### config.mk
export PLATFORM = sky130hd
export DESIGN_NAME = hc_router
export DESIGN_NICKNAME = d
export VERILOG_FILES = /design/src/rtl/hc_router_pkg.sv /design/src/rtl/hc_in_fifo.sv /design/src/rtl/hc_route_calc.sv /design/src/rtl/hc_rr_arb.sv /design/src/rtl/hc_router.sv
export SDC_FILE = /design/constraint.sdc
export NUM_CORES = 1
export LEC_CHECK = 0
export BUFFER_PORTS_ARGS = -buffer_cell sky130_fd_sc_hd__clkbuf_2
export CORE_UTILIZATION = 60
export DETAILED_ROUTE_END_ITERATION = 6
export GPL_ROUTABILITY_DRIVEN = 1
export PLACE_DENSITY = 0.81
export SYNTH_ARGS = -nofsm -noshare
export SYNTH_HDL_FRONTEND = slang
export SYNTH_SLANG_ARGS = --single-unit
### constraint.sdc
create_clock -name clk -period 3.9 [get_ports clk]
set_input_delay 0.39 -clock clk [delete_from_list [all_inputs] [get_ports clk]]
set_output_delay 0.39 -clock clk [all_outputs]
set_load 0.01 [all_outputs]
### src/rtl/hc_router_pkg.sv
package hc_router_pkg;
  localparam int NPORT  = 4;
  localparam int PIDX_W = 2;

  localparam logic [PIDX_W-1:0] P_LOCAL = 2'd0;
  localparam logic [PIDX_W-1:0] P_LEFT  = 2'd1;
  localparam logic [PIDX_W-1:0] P_RIGHT = 2'd2;
  localparam logic [PIDX_W-1:0] P_VERT  = 2'd3;

  typedef enum logic [1:0] {
    FT_BODY = 2'b00,
    FT_HEAD = 2'b01,
    FT_TAIL = 2'b10
  } ftype_e;
endpackage

### src/rtl/hc_in_fifo.sv
module hc_in_fifo #(
  parameter int WIDTH = 16,
  parameter int DEPTH = 2
) (
  input  logic             clk,
  input  logic             rst,
  input  logic             wr_en,
  input  logic [WIDTH-1:0] wr_data,
  input  logic             rd_en,
  output logic [WIDTH-1:0] rd_data,
  output logic             full,
  output logic             empty
);
  localparam int AW = (DEPTH > 1) ? $clog2(DEPTH) : 1;
  localparam int CW = $clog2(DEPTH + 1);
  localparam logic [AW-1:0] LAST = AW'(DEPTH - 1);

  logic [WIDTH-1:0] mem [DEPTH];
  logic [AW-1:0]    wptr, rptr;
  logic [CW-1:0]    count;

  assign full    = (count == CW'(DEPTH));
  assign empty   = (count == '0);
  assign rd_data = mem[rptr];

  always_ff @(posedge clk) begin
    if (wr_en) mem[wptr] <= wr_data;
  end

  always_ff @(posedge clk) begin
    if (rst) begin
      wptr  <= '0;
      rptr  <= '0;
      count <= '0;
    end else begin
      if (wr_en) wptr <= (wptr == LAST) ? '0 : wptr + 1'b1;
      if (rd_en) rptr <= (rptr == LAST) ? '0 : rptr + 1'b1;
      case ({wr_en, rd_en})
        2'b10:   count <= count + 1'b1;
        2'b01:   count <= count - 1'b1;
        default: count <= count;
      endcase
    end
  end
endmodule

### src/rtl/hc_route_calc.sv
module hc_route_calc
  import hc_router_pkg::*;
#(
  parameter int FLIT_W  = 16,
  parameter int COORD_W = 3,
  parameter int MY_X    = 1,
  parameter int MY_Y    = 1
) (
  input  logic [FLIT_W-1:0] flit,
  output logic [PIDX_W-1:0] port
);
  localparam logic [COORD_W-1:0] CX = COORD_W'(MY_X);
  localparam logic [COORD_W-1:0] CY = COORD_W'(MY_Y);

  logic [COORD_W-1:0] dx, dy;
  logic [PIDX_W-1:0]  horiz;

  assign dx    = flit[FLIT_W-3 -: COORD_W];
  assign dy    = flit[FLIT_W-3-COORD_W -: COORD_W];
  assign horiz = (CX < dx) ? P_RIGHT : P_LEFT;

  generate
    if (MY_X % 2 == 1) begin : g_odd
      always_comb begin
        if (dx == CX && dy == CY) port = P_LOCAL;
        else if (CY > dy)         port = P_VERT;
        else                      port = horiz;
      end
    end else begin : g_even
      always_comb begin
        if (dx == CX && dy == CY) port = P_LOCAL;
        else if (CY < dy)         port = P_VERT;
        else                      port = horiz;
      end
    end
  endgenerate
endmodule

### src/rtl/hc_rr_arb.sv
module hc_rr_arb #(
  parameter int N = 4
) (
  input  logic                 clk,
  input  logic                 rst,
  input  logic                 en,
  input  logic [N-1:0]         req,
  output logic [N-1:0]         gnt,
  output logic [$clog2(N)-1:0] gnt_idx
);
  localparam int IW = $clog2(N);
  localparam logic [IW-1:0] LAST = IW'(N - 1);

  logic [IW-1:0] ptr;
  logic [IW-1:0] idx;
  logic          found;

  always_comb begin
    gnt     = '0;
    gnt_idx = '0;
    found   = 1'b0;
    idx     = '0;
    for (int k = 0; k < N; k++) begin
      idx = IW'((int'(ptr) + k) % N);
      if (en && !found && req[idx]) begin
        found        = 1'b1;
        gnt[idx]     = 1'b1;
        gnt_idx      = idx;
      end
    end
  end

  always_ff @(posedge clk) begin
    if (rst)        ptr <= '0;
    else if (found) ptr <= (gnt_idx == LAST) ? '0 : gnt_idx + 1'b1;
  end
endmodule

### src/rtl/hc_router.sv
module hc_router
  import hc_router_pkg::*;
#(
  parameter int FLIT_W     = 16,
  parameter int COORD_W    = 3,
  parameter int MY_X       = 1,
  parameter int MY_Y       = 1,
  parameter int FIFO_DEPTH = 2
) (
  input  logic                    clk,
  input  logic                    rst,
  input  logic [3:0]              in_valid,
  output logic [3:0]              in_ready,
  input  logic [4*FLIT_W-1:0]     in_flit,
  output logic [3:0]              out_valid,
  input  logic [3:0]              out_ready,
  output logic [4*FLIT_W-1:0]     out_flit
);
  logic [FLIT_W-1:0]  head [NPORT];
  logic [PIDX_W-1:0]  route [NPORT];
  logic [NPORT-1:0]   full, empty, pop, grant_in, in_bound, tail_at;
  logic [NPORT-1:0]   req [NPORT];
  logic [NPORT-1:0]   gnt [NPORT];
  logic [PIDX_W-1:0]  gidx [NPORT];
  logic [NPORT-1:0]   out_lock, move, ov_q;
  logic [NPORT-1:0][PIDX_W-1:0] out_own;
  logic [NPORT-1:0][FLIT_W-1:0] of_q;

  genvar gi, go;
  generate
    for (gi = 0; gi < NPORT; gi++) begin : g_in
      hc_in_fifo #(.WIDTH(FLIT_W), .DEPTH(FIFO_DEPTH)) u_fifo (
        .clk     (clk),
        .rst     (rst),
        .wr_en   (in_valid[gi] && !full[gi]),
        .wr_data (in_flit[gi*FLIT_W +: FLIT_W]),
        .rd_en   (pop[gi]),
        .rd_data (head[gi]),
        .full    (full[gi]),
        .empty   (empty[gi])
      );
      hc_route_calc #(.FLIT_W(FLIT_W), .COORD_W(COORD_W), .MY_X(MY_X), .MY_Y(MY_Y)) u_route (
        .flit (head[gi]),
        .port (route[gi])
      );
      assign in_ready[gi] = !full[gi];
      assign tail_at[gi]  = (head[gi][FLIT_W-1 -: 2] == FT_TAIL);
    end

    for (go = 0; go < NPORT; go++) begin : g_out
      always_comb begin
        for (int i = 0; i < NPORT; i++)
          req[go][i] = !empty[i] && !in_bound[i] &&
                       (head[i][FLIT_W-1 -: 2] == FT_HEAD) &&
                       (route[i] == PIDX_W'(go));
      end
      hc_rr_arb #(.N(NPORT)) u_arb (
        .clk     (clk),
        .rst     (rst),
        .en      (!out_lock[go]),
        .req     (req[go]),
        .gnt     (gnt[go]),
        .gnt_idx (gidx[go])
      );
      assign out_valid[go]                   = ov_q[go];
      assign out_flit[go*FLIT_W +: FLIT_W]   = of_q[go];
    end
  endgenerate

  always_comb begin
    pop      = '0;
    grant_in = '0;
    for (int o = 0; o < NPORT; o++) begin
      move[o] = out_lock[o] && !empty[out_own[o]] && (!ov_q[o] || out_ready[o]);
      if (move[o]) pop[out_own[o]] = 1'b1;
      grant_in = grant_in | gnt[o];
    end
  end

  always_ff @(posedge clk) begin
    if (rst) begin
      out_lock <= '0;
      out_own  <= '0;
      ov_q     <= '0;
      in_bound <= '0;
    end else begin
      for (int o = 0; o < NPORT; o++) begin
        if (!out_lock[o] && |gnt[o]) begin
          out_lock[o] <= 1'b1;
          out_own[o]  <= gidx[o];
        end
        if (move[o]) begin
          ov_q[o] <= 1'b1;
          if (tail_at[out_own[o]]) out_lock[o] <= 1'b0;
        end else if (out_ready[o]) begin
          ov_q[o] <= 1'b0;
        end
      end
      for (int i = 0; i < NPORT; i++) begin
        if (grant_in[i])               in_bound[i] <= 1'b1;
        else if (pop[i] && tail_at[i]) in_bound[i] <= 1'b0;
      end
    end
  end

  always_ff @(posedge clk) begin
    for (int o = 0; o < NPORT; o++)
      if (move[o]) of_q[o] <= head[out_own[o]];
  end
endmodule

After elaboration in Yosys (flattened, before gate mapping):

Memory sizes are Yosys's and may differ from the RTL's. A register that Yosys moved wholly into a read port is not among the register bits.
Index checks and enable logic that the tools add are counted.

* RAM bits: 128
* word-level logic and storage cells: 571
* register bits: 108
* memories: 4
* output and inout bits: 72
* bits of input ports: 74

Memories
* g_in[0].u_fifo.mem: depth 2, bits a word 16, rd ports 1, clocked after Yosys merged registers in 1, write ports 1, RTL line hc_in_fifo.sv:18 `logic [WIDTH-1:0] mem [DEPTH];`
* g_in[1].u_fifo.mem: depth 2, bits a word 16, rd ports 1, clocked after Yosys merged registers in 1, write ports 1, RTL line hc_in_fifo.sv:18
* g_in[2].u_fifo.mem: depth 2, bits a word 16, rd ports 1, clocked after Yosys merged registers in 1, write ports 1, RTL line hc_in_fifo.sv:18
* g_in[3].u_fifo.mem: depth 2, bits a word 16, rd ports 1, clocked after Yosys merged registers in 1, write ports 1, RTL line hc_in_fifo.sv:18

* $add $sub $neg: 32
* multiplexer cells: 224
* reduce and logical (&&, ||, !) cells: 160
* bitwise operators: 22
* order comparisons: 52
* eq/ne operators: 44

Operators with widths (count)
* 16-bit binary-select mux with 2-bit select: 4
* 16-bit two-way mux: 8
* 1-bit two-way mux: 112
* 1-bit logical AND: 96
* 4-bit two-way mux: 20
* 4-bit OR: 18
* 2-bit two-way mux: 32
* 2-bit by 3-bit less-than comparator with 1-bit output (second input constant): 20
* 1-bit binary-select mux with 2-bit select: 24
* 2-bit == test (second input constant): 24
* 1-bit demux with 2-bit select: 20
* 2-bit by 1-bit >= comparator with 1-bit output (second input constant): 20
* 1-bit logical NOT: 36
* 2-bit by 1-bit adder with 2-bit output (second input constant): 12
* 2-bit by 1-bit == test with 1-bit output (second input constant): 12
* 3-bit by 1-bit == test with 1-bit output (second input constant): 8
* 2-bit nonzero test: 12
* 2-bit adder (second input constant): 8
* 2-bit logical NOT: 8
* 2-bit case mux with 2 select lines: 4
* 4-bit OR reduction: 4
* 3-bit >= comparator (second input constant): 4
* 1-bit by 3-bit > comparator with 1-bit output (first input constant): 4
* 1-bit by 3-bit less-than comparator with 1-bit output (first input constant): 4
* other kinds (4): 20

Depth between registers and ports, before layout:

Gate-level depths: netlist (run 1).

* depth in word-level cells: 27
* mapped depth: 13
* mapped depth without buffers: 12

Hierarchy:

A second synthesis (run 1) with hierarchy kept.

* cell total of the unflattened synthesis: 910
* area, all modules: 12861.1 um^2

Modules (own cells, without submodules)
* hc_in_fifo: cells each 72, area each 1356.3 um^2, times used 4, sequential area each 1061.0 um^2
* hc_router: cells each 313, area each 4869.7 um^2, times used 1, sequential area each 2322.2 um^2
* hc_rr_arb at g_out[0].u_arb ...: cells each 74, area each 608.1 um^2, times used 3, sequential area each 40.0 um^2
* hc_rr_arb at g_out[3].u_arb: cells each 67, area each 606.8 um^2, times used 1, sequential area each 40.0 um^2
* hc_route_calc: cells each 5, area each 33.8 um^2, times used 4, sequential area each 0.0 um^2

Worst setup path after synthesis (run 1):

OpenSTA, ideal clock, no wires.

* kind: register to register
* start point: register out_own[1] (netlist bit)
* end point: register g_in[2].u_fifo.count[1]
* stages on the path, launching flop included: 11
* setup time: 0.070 ns
* path slack: 0.525 ns
* data arrival time: 3.304 ns
* required time: 3.830 ns
* buffers on the path: 1
* period minus slack after synthesis: 3.375 ns
* path through: dfxtp_1 -> clkbuf_1 -> mux4_2 -> nand2b_1 -> nor2b_1 -> nand2_1 -> o22a_1 -> o211ai_1 -> ha_1 -> or3_1 -> a21oi_1

* word-level cells in the longest chain between the ends: 14
* elaborated cells on any way between the ends: 21
* classes of those cells: order compare: 2; eq/ne: 2; mux: 9; bitwise: 3; reduce/logical: 5

RTL lines
* start, declared: RTL line hc_router.sv:26 `logic [NPORT-1:0][PIDX_W-1:0] out_own;`
* start signal, assigned by index: RTL line hc_router.sv:90 `out_own[o] <= gidx[o];`
* 1-bit binary-select mux with 2-bit select (*): RTL line hc_router.sv:74 `move[o] = out_lock[o] && !empty[out_own[o]] && (!ov_q[o] || out_ready[o]);`
* 1-bit two-way mux (implied by the code) (*): RTL line hc_router.sv:74
* 1-bit logical NOT (*): RTL line hc_router.sv:74
* 1-bit logical AND (*) (2 in series): RTL line hc_router.sv:74
* net move[0]: RTL line hc_router.sv:25 `logic [NPORT-1:0] out_lock, move, ov_q;`
* 4-bit two-way mux (*): RTL line hc_router.sv:75 `if (move[o]) pop[out_own[o]] = 1'b1;`
* 4-bit OR (no line)
* 4-bit two-way mux (*): RTL line hc_router.sv:75
* 4-bit OR (no line)
* 4-bit two-way mux (*): RTL line hc_router.sv:75
* 4-bit OR (no line)
* 4-bit two-way mux (*): RTL line hc_router.sv:75
* 2-bit by 1-bit == test with 1-bit output or 2-bit == test (tied branches): RTL line hc_in_fifo.sv:38 `case ({wr_en, rd_en})`
* 2-bit case mux with 2 select lines or 2-bit nonzero test (tied branches)
* end signal, assigned: RTL line hc_in_fifo.sv:39 `2'b10: count <= count + 1'b1;`
* end signal, assigned: RTL line hc_in_fifo.sv:40 `2'b01: count <= count - 1'b1;`
* end signal, assigned: RTL line hc_in_fifo.sv:41 `default: count <= count;`
* end, declared: RTL line hc_in_fifo.sv:20 `logic [CW-1:0] count;`

Mark *: on every way through the listed nets, which the timed path passes. The rest lies on a longest branch. The select of a mux whose other input is x is not followed.
A chain may end at the register's enable or synchronous reset.

==> impl_metrics.yaml, run 1 <==
layout:
  synthToLayoutAreaGrowth_pct: 15.2
  drive_gt1_frac: 0.340
  stdcell_area_um2: 15500
  fin_cells: 1518
  final_nets: 1323
routing:
  drc: 0
  vias: 10658
  drt_pass1_iterations: 5
  via_per_inst: 7.02
  wl_per_cell_um: 25.9
  drt_wl_total_um: 39400
  ant_nets: 0
  drtIter0Drc: 1262
yosys:
  synth-edff-count: 192
  synth-seq-cells: 240
  syn-instance-count: 1055
  yosys_most_used_dff: "edfxtp_1"
  synth_cell_types: 86
  yosysWarnings: 0
  synth_area_per_cell_um2: 12.8
  syn-num-nets: 1159
  async_flop_share: 0
  synth_seq_area_share: 0.500
  synth_area_um2: 13500
worst_setup_path:
  cp_slowest_cell: "nor4_1"
  critPathArrivalTime_ns: 4.21
  critPathMostFrequentCell: "a21oi_1"
  crit_type: "reg -> reg"
  crit_end: "g_out[0].u_arb.ptr[0]"
  worst_setup_path_end_kind: "flip-flop"
  worstReg2RegEnd: "g_out[0].u_arb.ptr[0]"
  cp.depth: 12
  reg2reg_depth: 12
  rrSetupSlack_ns: 0.14
  critPathLaunchType: "flip-flop"
  crit_fanout: 11
  worstPathRequired_ns: 4.35
  cpPeakStageDelay_ns: 0.76
  crit_family: "simple AND/OR/NAND/NOR gates"
  path_buf_inv: 1
  crit_chain: "buf_4 > mux2i_2 > nand4_1 > nor4_1 > nor2_1 > nand2_1 > o221ai_1 > a211oi_1 > a21oi_1 > ha_1 > or4b_1 > a21oi_1"
die:
  coreArea_um2: 21900
  rows: 54
  die_x_um: 152
  io_pins: 146
  die_h_um: 152
  initial_core_util: 0.615
  dieArea_um2: 23000
clock_network:
  clock_sinks: 240
  cts_max_path_buffers: 3
  cts_htree_levels: 1
  cts_buffers: 25
  ctsHoldBuffers: 0
  clock_latency_ns: 0.52
  clkTransAtPathRegs_ns: 0.07
  cts-root-buf: "clkbuf_16"
  post-cts-setup-buffers: 0
  cts_tree: "built"
global_routing:
  grt_pass1_wl_um: 58900
  grt_max_degree: 45
  grt_usage: 0.348
  antenna_found_initial: 1
  gr-total-overflow: 0
  first_global_vias: 10186
sta:
  finalSetupViolCount: 0
  post-route-period-util: 0.964
  skew_ns: 0.0164
  tightest_slew_ns: 0.991
  maxSlewViolCount: 0
  hold_viol: 0
  setup_tns_ns: 0
  slew_headroom: 0.333
  period_needed_ns: 3.76
  clock.fmax_mhz: 266
  rsz0062_at_grt: "false"
place:
  place_hpwl_um: 28800
  placed_area_um2: 14700
  portBuffers: 145
  dpl.cell_count: 1472
  place.gp.congestion: 0.962
outcome:
  outcome: "finished, final reports clean"
flow_run:
  cap_violations: 0
pwr:
  power_density_nw_per_um2: 535
  ir_worst_vdd_mv: 0.411
  p_leak_nw: 5.46
worst_hold_path:
  min_path_type: "in -> reg"
worst register-to-register path, stage by stage (launching register included):
cell and delay, ns:
dfxtp_1 0.52, buf_4 0.21, mux2i_2 0.25, nand4_1 0.14, nor4_1 0.76, nor2_1 0.12, nand2_1 0.11, o221ai_1 0.14
a211oi_1 0.42, a21oi_1 0.13, ha_1 0.22, or4b_1 0.51, a21oi_1 0.15
through the flow:
stage | setup slack, ns | power, mW | hold slack [ns] | utilization
final | 0.142 | 8.30 | 0.0584 | 0.709
after floorplan | 0.525 | 5.08 | 0.439 | -
after CTS | 0.149 | 8.21 | 0.0528 | 0.708
after global placement | 0.190 | 5.73 | 0.459 | 0.670
after global routing | 0.0499 | 8.56 | 0.0499 | 0.708
after detailed placement | 0.154 | 5.83 | 0.454 | 0.670
registers in the layout, summed over array words and instances (netlist names), 8 cells and up, named ones only:
signal / count
g_in.u_fifo.count: 8
g_in.u_fifo.mem: 128
out_flit: 64
out_own: 8
g_out.u_arb.ptr: 8
what timing repair did:
| item | in CTS | in global routing |
|---|---|---|
| setup endpoints to repair | 0 | 6 |
| gates resized for setup | 0 | 4 |
| endpoints found under the hold margin | 0 | 0 |
where the power goes:
part | total, mW | internal (mW) | switching (mW)
registers | 3.40 | 3.18 | 0.219
logic | 2.50 | 1.08 | 1.42
clock network | 2.40 | 1.39 | 1.01
total | 8.30 | 5.64 | 2.65
worst min path at each step:
stage / startpoint / to / slack [ns] / depth (start not counted)
after floorplan: in_bound[3] / in_bound[3] / 0.44 / 2
after global placement: in_bound[3] / in_bound[3] / 0.46 / 2
after detailed placement: in_bound[3] / in_bound[3] / 0.45 / 2
after CTS: in_flit[28] / g_in[1].u_fifo.mem[1][12] / 0.05 / 1
after global routing: in_flit[28] / g_in[1].u_fifo.mem[1][12] / 0.05 / 1
final: in_flit[25] / g_in[1].u_fifo.mem[0][9] / 0.06 / 1
cells by family (layout without fill, tap and decap cells):
logic type	Yosys count	after routing	synth area share
buffers and inverters	83	265	0.0253
other	0	1	0
xor gates and xnor gates	17	17	0.0111
muxes	162	162	0.199
adders and majority gates	30	30	0.0279
DFF	240	240	0.500
AOI/OAI and AO/OA	204	204	0.111
and+or+nand+nor	319	319	0.126
cells in the mapped netlist (8+ instances only):
master	n	area [µm²]
a211oi_1	13	97.6
a21oi_1	51	255
a221oi_1	10	87.6
and3_1	14	87.6
buf_1	11	41.3
clkbuf_1	37	139
dfxtp_1	48	961
edfxtp_1	192	5770
ha_1	30	375
inv_1	22	82.6
mux2_2	65	732
mux2i_1	16	160
mux4_2	77	1730
nand2_1	57	214
nand2b_1	17	106
nand3_1	29	145
nand3b_1	8	60.1
nand4_1	13	81.3
nor2_1	81	304
nor2b_1	11	68.8
nor3_1	20	100
nor3b_1	13	97.6
nor4_1	8	50.1
o2111ai_1	9	78.8
o211ai_1	10	75.1
o21ai_0	26	130
or3_1	14	87.6
xor2_1	11	96.3
cells in the final DEF, fill, tap and decap left out, types with 10 or more instances in the layout:
| master | netlist | final |
|---|---|---|
| nor3_1 | 20 | 19 |
| nand3_1 | 29 | 29 |
| buf_4 | 2 | 49 |
| nand4_1 | 13 | 13 |
| mux2_2 | 65 | 65 |
| inv_1 | 22 | 22 |
| nand2b_1 | 17 | 17 |
| edfxtp_1 | 192 | 192 |
| a21oi_1 | 51 | 51 |
| dfxtp_1 | 48 | 46 |
| mux4_2 | 77 | 77 |
| clkbuf_16 | 0 | 25 |
| or3_1 | 14 | 14 |
| clkbuf_2 | 0 | 145 |
| nand2_1 | 57 | 57 |
| o211ai_1 | 10 | 10 |
| ha_1 | 30 | 30 |
| a211oi_1 | 13 | 13 |
| nor3b_1 | 13 | 12 |
| mux2i_1 | 16 | 16 |
| o21ai_0 | 26 | 26 |
| a221oi_1 | 10 | 10 |
| nor2_1 | 81 | 81 |
| and3_1 | 14 | 14 |
| xor2_1 | 11 | 11 |
layout make-up:
cell class / count / area, µm²
inverter: 26 / 97.6
sequential: 240 / 6730
tap: 280 / 350
timing repair buffer: 194 / 1090
antenna: 1 / 2.50
clock buffer: 30 / 684
fill: 1440 / 6380
multi-input combinational: 732 / 6410
clock inverter: 15 / 139
routing by layer:
metal  vias to the layer above  share of wire  GRT usage
met2                       865           0.47      0.565
met5                         -              0          0
met4                         0          0.040      0.119
li1                       4533              -          -
met3                       137           0.13     0.0704
met1                      5123           0.37      0.468
Note: power is estimated with default switching activity, not from simulation.
==> inputs of run 2 (changes only) <==
RECOVER_POWER = 100   (was unset)
clock period = 4.81 ns   (was 3.9 ns; I/O delays follow)
==> run 2 against run 1 <==
  * The flow now finishes with violations (design-rule violations, max-capacitance violations, max-slew violations)
  * Final cell count fell by 1.5%
  * Critical path depth down 2
  * First-iteration DRC count grew 21%
  * Non-clock buffer count fell by 25
  * Highest routed layer unchanged
==> impl_metrics.yaml, run 2 (synthesis results as in run 1) <==
pwr:
  power_density_nw_per_um2: 441
  finalPower_mw: 6.67
  clkPwrFrac: 0.299
  p_int_mw: 4.57
  p_seq_frac: 0.418
  p_switching_mw: 2.10
  combPwrFrac: 0.283
  swShare: 0.315
  ir_worst_vdd_mv: 0.453
  p_leak_nw: 4.91
worst_hold_path:
  min_path_type: "in -> reg"
clock_network:
  post_cts_resized: 0
  cts_max_path_buffers: 3
  cts_buffers: 26
  clkTransAtPathRegs_ns: 0.06
  clock_latency_ns: 0.53
  clock_sinks: 240
  cts_tree: "built"
  ctsHoldBuffers: 0
  cts-root-buf: "clkbuf_16"
  cts_htree_levels: 1
  post-cts-setup-buffers: 0
layout:
  nFillCells: 1577
  largest_reg_flops: 128
  regMostFlops: "g_in.u_fifo.mem"
  diodes: 0
  final_nets: 1299
  final_common_cell: "edfxtp_1"
  synthToLayoutAreaGrowth_pct: 12.4
  ff_latch_area_um2: 6730
  multiInputGateArea_um2: 6380
  final_cell_mix: "192 x edfxtp_1, 136 x clkbuf_1, 82 x nor2_1, 77 x mux4_2, 57 x nand2_1"
  drive_gt1_frac: 0.194
global_routing:
  first_global_vias: 10057
  grt_pass1_wl_um: 57500
  grt_max_degree: 46
  gr-total-overflow: 0
  grt_usage: 0.339
  antenna_found_initial: 0
routing:
  drt_wl_total_um: 38300
  wl_per_cell_um: 25.6
  via_per_inst: 7.10
  drt_pass1_iterations: 7
  drc: 6
  ant_nets: 0
  drtIter0Drc: 1531
  vias: 10617
die:
  initial_core_util: 0.615
  die_x_um: 152
  io_pins: 146
  coreArea_um2: 21900
  dieArea_um2: 23000
  rows: 54
  die_h_um: 152
place:
  place.gp.congestion: 0.992
  portBuffers: 145
  place_hpwl_um: 27500
sta:
  setup_tns_ns: 0
  period_needed_ns: 4.29
  hold_viol: 0
  clock.fmax_mhz: 233
  maxSlewViolCount: 14
  post-route-period-util: 0.892
  finalSetupViolCount: 0
  rsz0062_at_grt: "false"
  skew_ns: 0.0231
  slew_headroom: -0.0778
  tightest_slew_ns: 1.61
worst_setup_path:
  worstPathRequired_ns: 5.15
  crit_type: "reg -> reg"
  crit_fanout: 14
  worst_setup_path_end_kind: "flip-flop"
  critPathLaunchType: "flip-flop"
  critPathArrivalTime_ns: 4.63
outcome:
  outcome: "finished, violations left"
  violations: "design-rule violations, max-capacitance violations, max-slew violations"
flow_run:
  cap_violations: 1
## run 2: through the flow
stage                     cells  cell area [µm²]  setup WS [ns]  utilization  hold WS, ns
after floorplan            1055            13500           1.44            -        0.439
after global placement     1447            14500          0.963        0.662        0.467
after detailed placement   1447            14500          0.842        0.662        0.469
after CTS                  1495            15300          0.816        0.701        0.130
after global routing       1495            15100          0.244        0.691        0.135
final                      1495            15100          0.520        0.691        0.140
## run 2: power by group through the flow
stage | sequential, mW | clock [mW] | combinational [mW]
3_3_place_gp | 2.81 | 0 | 1.80
4_1_cts | 2.78 | 2.00 | 1.89
5_1_grt | 2.81 | 2.08 | 2.01
3_5_place_dp | 2.81 | 0 | 1.85
2_1_floorplan | 2.73 | 0 | 1.38
6_report | 2.79 | 1.99 | 1.89
## run 2: path summary, 6_finish.rpt
path                                                  to         start  cells past startpoint  slack [ns]
worst max-delay path                         out_lock[3]     flip-flop                     10        0.52
worst min-delay path            g_in[0].u_fifo.mem[0][4]    in_flit[4]                      1        0.14
worst max register to register               out_lock[3]     flip-flop                     10        0.52
worst min register to register              out_valid[3]  out_valid[3]                      2        0.49
## run 2: critical path, cell delays in order (launching register included)
cell and delay, ns:
dfxtp_1 0.63, clkbuf_1 0.62, nor4b_1 0.74, o2111ai_1 0.41
and3_1 0.28, o21ai_0 0.29, a21oi_1 0.20, a221oi_1 0.44
nand4_1 0.29, nor2_1 0.16, a211oi_1 0.06
## run 2: routing by layer
layer / up-vias / track usage / wire (µm)
met5: - / 0 / 0
met4: 0 / 0.132 / 1640
met3: 167 / 0.0725 / 5250
met2: 891 / 0.533 / 17300
met1: 5069 / 0.461 / 14100
li1: 4490 / - / -
## run 2: area by class of cell
| cell class | count | share of cell area |
|---|---|---|
| inverters | 26 | 0.00645 |
| repair buffers | 169 | 0.0472 |
| clock inverters | 16 | 0.00967 |
| clock buffers | 32 | 0.0472 |
| multi-input cells | 732 | 0.422 |
| well taps | 280 | 0.0232 |
| flip-flops and latches | 240 | 0.445 |
==> inputs of run 3 (changes only) <==
BUFFER_PORTS_ARGS = unset   (was -buffer_cell sky130_fd_sc_hd__clkbuf_2)
DONT_BUFFER_PORTS = 1   (was unset)
PLACE_DENSITY = 0.76   (was 0.81)
clock period = 4.15 ns   (was 4.81 ns; I/O delays follow)
==> run 3 against run 2 <==
  * Sequential power up 16%
  * Fmax rose by 7.4%
  * Highest routed layer unchanged
  * Die area unchanged
  * Power up 15%
  * Sequential cell count unchanged
  * Routed wire length up 0.65%
  * Via count down 4.8%
  * Clock-buffer cell count shrank 2
  * Global-route usage shrank 0.098 points
  * The flow now finishes without violations
==> impl_metrics.yaml, run 3 (synthesis results as in run 1) <==
worst_setup_path:
  crit_family: "multiplexers"
  cpPeakStageDelay_ns: 0.65
  path_buf_inv: 0
  critPathLaunchType: "flip-flop"
  worst_setup_path_end_kind: "flip-flop"
  cp_slowest_cell: "dfxtp_1"
  critPathArrivalTime_ns: 4.41
  rrSetupSlack_ns: 0.16
  crit_type: "reg -> reg"
  crit_chain: "mux2_1 > a2111o_1 > or2_4 > mux4_2 > nor2_1 > or3_2 > o221ai_2 > nor4_4 > mux2_1"
  worstPathRequired_ns: 4.57
  critPathMostFrequentCell: "mux2_1"
  crit_fanout: 15
global_routing:
  gr-total-overflow: 0
  grt_pass1_wl_um: 57100
  grt_max_degree: 38
  first_global_vias: 9574
  grt_usage: 0.338
  antenna_found_initial: 0
clock_network:
  cts-root-buf: "clkbuf_16"
  cts_max_path_buffers: 3
  post_cts_resized: 0
  cts_buffers: 24
  clock_latency_ns: 0.53
  clkTransAtPathRegs_ns: 0.07
  cts_htree_levels: 1
  post-cts-setup-buffers: 0
  cts_tree: "built"
  clock_sinks: 240
sta:
  tightest_slew_ns: 1.06
  skew_ns: 0.0184
  maxSlewViolCount: 0
  slew_headroom: 0.292
  clock.fmax_mhz: 250
  fin_ws_ns: 0.157
  hold_viol: 0
  finalSetupViolCount: 0
  rsz0062_at_grt: "false"
  setup_tns_ns: 0
  post-route-period-util: 0.962
  period_needed_ns: 3.99
  whs_ns: 0.0491
place:
  portBuffers: 0
  place_hpwl_um: 27700
  placed_area_um2: 13900
  post-place-ws_ns: 0.498
  place.gp.congestion: 0.957
  dpl.cell_count: 1318
pwr:
  power_density_nw_per_um2: 503
  ir_worst_vdd_mv: 0.395
  p_leak_nw: 5.03
layout:
  diodes: 0
  regMostFlops: "g_in.u_fifo.mem"
  synthToLayoutAreaGrowth_pct: 13.7
  final_common_cell: "edfxtp_1"
  fin_cells: 1427
  final_cell_mix: "192 x edfxtp_1, 82 x nor2_1, 77 x mux4_2, 64 x dlygate4sd3_1, 57 x nand2_1"
  stdcell_area_um2: 15300
  drive_gt1_frac: 0.200
  largest_reg_flops: 128
  final_nets: 1233
routing:
  drtIter0Drc: 1224
  ant_nets: 0
  drt_pass1_iterations: 6
  vias: 10111
  wl_per_cell_um: 27.0
  drc: 0
  drt_wl_total_um: 38500
  via_per_inst: 7.09
die:
  die_x_um: 152
  io_pins: 146
  initial_core_util: 0.615
  dieArea_um2: 23000
  rows: 54
  coreArea_um2: 21900
  die_h_um: 152
flow_run:
  cap_violations: 0
outcome:
  outcome: "finished, final reports clean"
worst_hold_path:
  min_path_type: "in -> reg"
run 3: cell type report:
| cell class | count | area [µm²] |
|---|---|---|
| tap | 280 | 350 |
| inverter | 26 | 97.6 |
| clock inverter | 14 | 144 |
| fill | 1469 | 6590 |
| clock buffer | 30 | 684 |
| multi-input combinational | 732 | 6370 |
| timing repair buffer | 105 | 931 |
| sequential | 240 | 6730 |
run 3: worst paths after layout:
kind | start | endpoint | cells after the start
worst min register to register | in_bound[3] | in_bound[3] | 2
worst max register to register | flip-flop | out_own[2] | 9
worst min-delay path | rst | out_lock[0] | 2
worst max-delay path | flip-flop | out_own[2] | 9
run 3: worst reg2reg max path, stage by stage, from the launching register on:
cell and delay (ns):
dfxtp_1 0.65, mux2_1 0.52, a2111o_1 0.51, or2_4 0.30
mux4_2 0.48, nor2_1 0.33, or3_2 0.25, o221ai_2 0.13
nor4_4 0.35, mux2_1 0.35
run 3: timing repair:
item                       4_1_cts  5_1_grt
hold endpoints to repair       165        0
setup endpoints to repair        0        0
hold buffers                    65        0
run 3: report_power, final:
part | internal [mW] | switching (mW) | leakage, nW
sequential | 2.99 | 0.236 | 2.17
clock | 1.31 | 0.957 | 0.401
combinational | 0.973 | 1.23 | 2.46
total | 5.27 | 2.42 | 5.03
run 3: metal layers:
layer	global-route usage	wire, µm	vias to the layer above
met5	0	0	-
met4	0.0782	862	0
met3	0.0608	4180	67
met2	0.547	18200	685
met1	0.476	15300	5001
li1	-	-	4358
run 3: metrics by stage:
step / power (mW) / utilization
final: 7.69 / 0.699
after CTS: 7.65 / 0.702
after floorplan: 4.77 / -
after global routing: 7.95 / 0.699
after global placement: 5.29 / 0.634
after detailed placement: 5.36 / 0.634
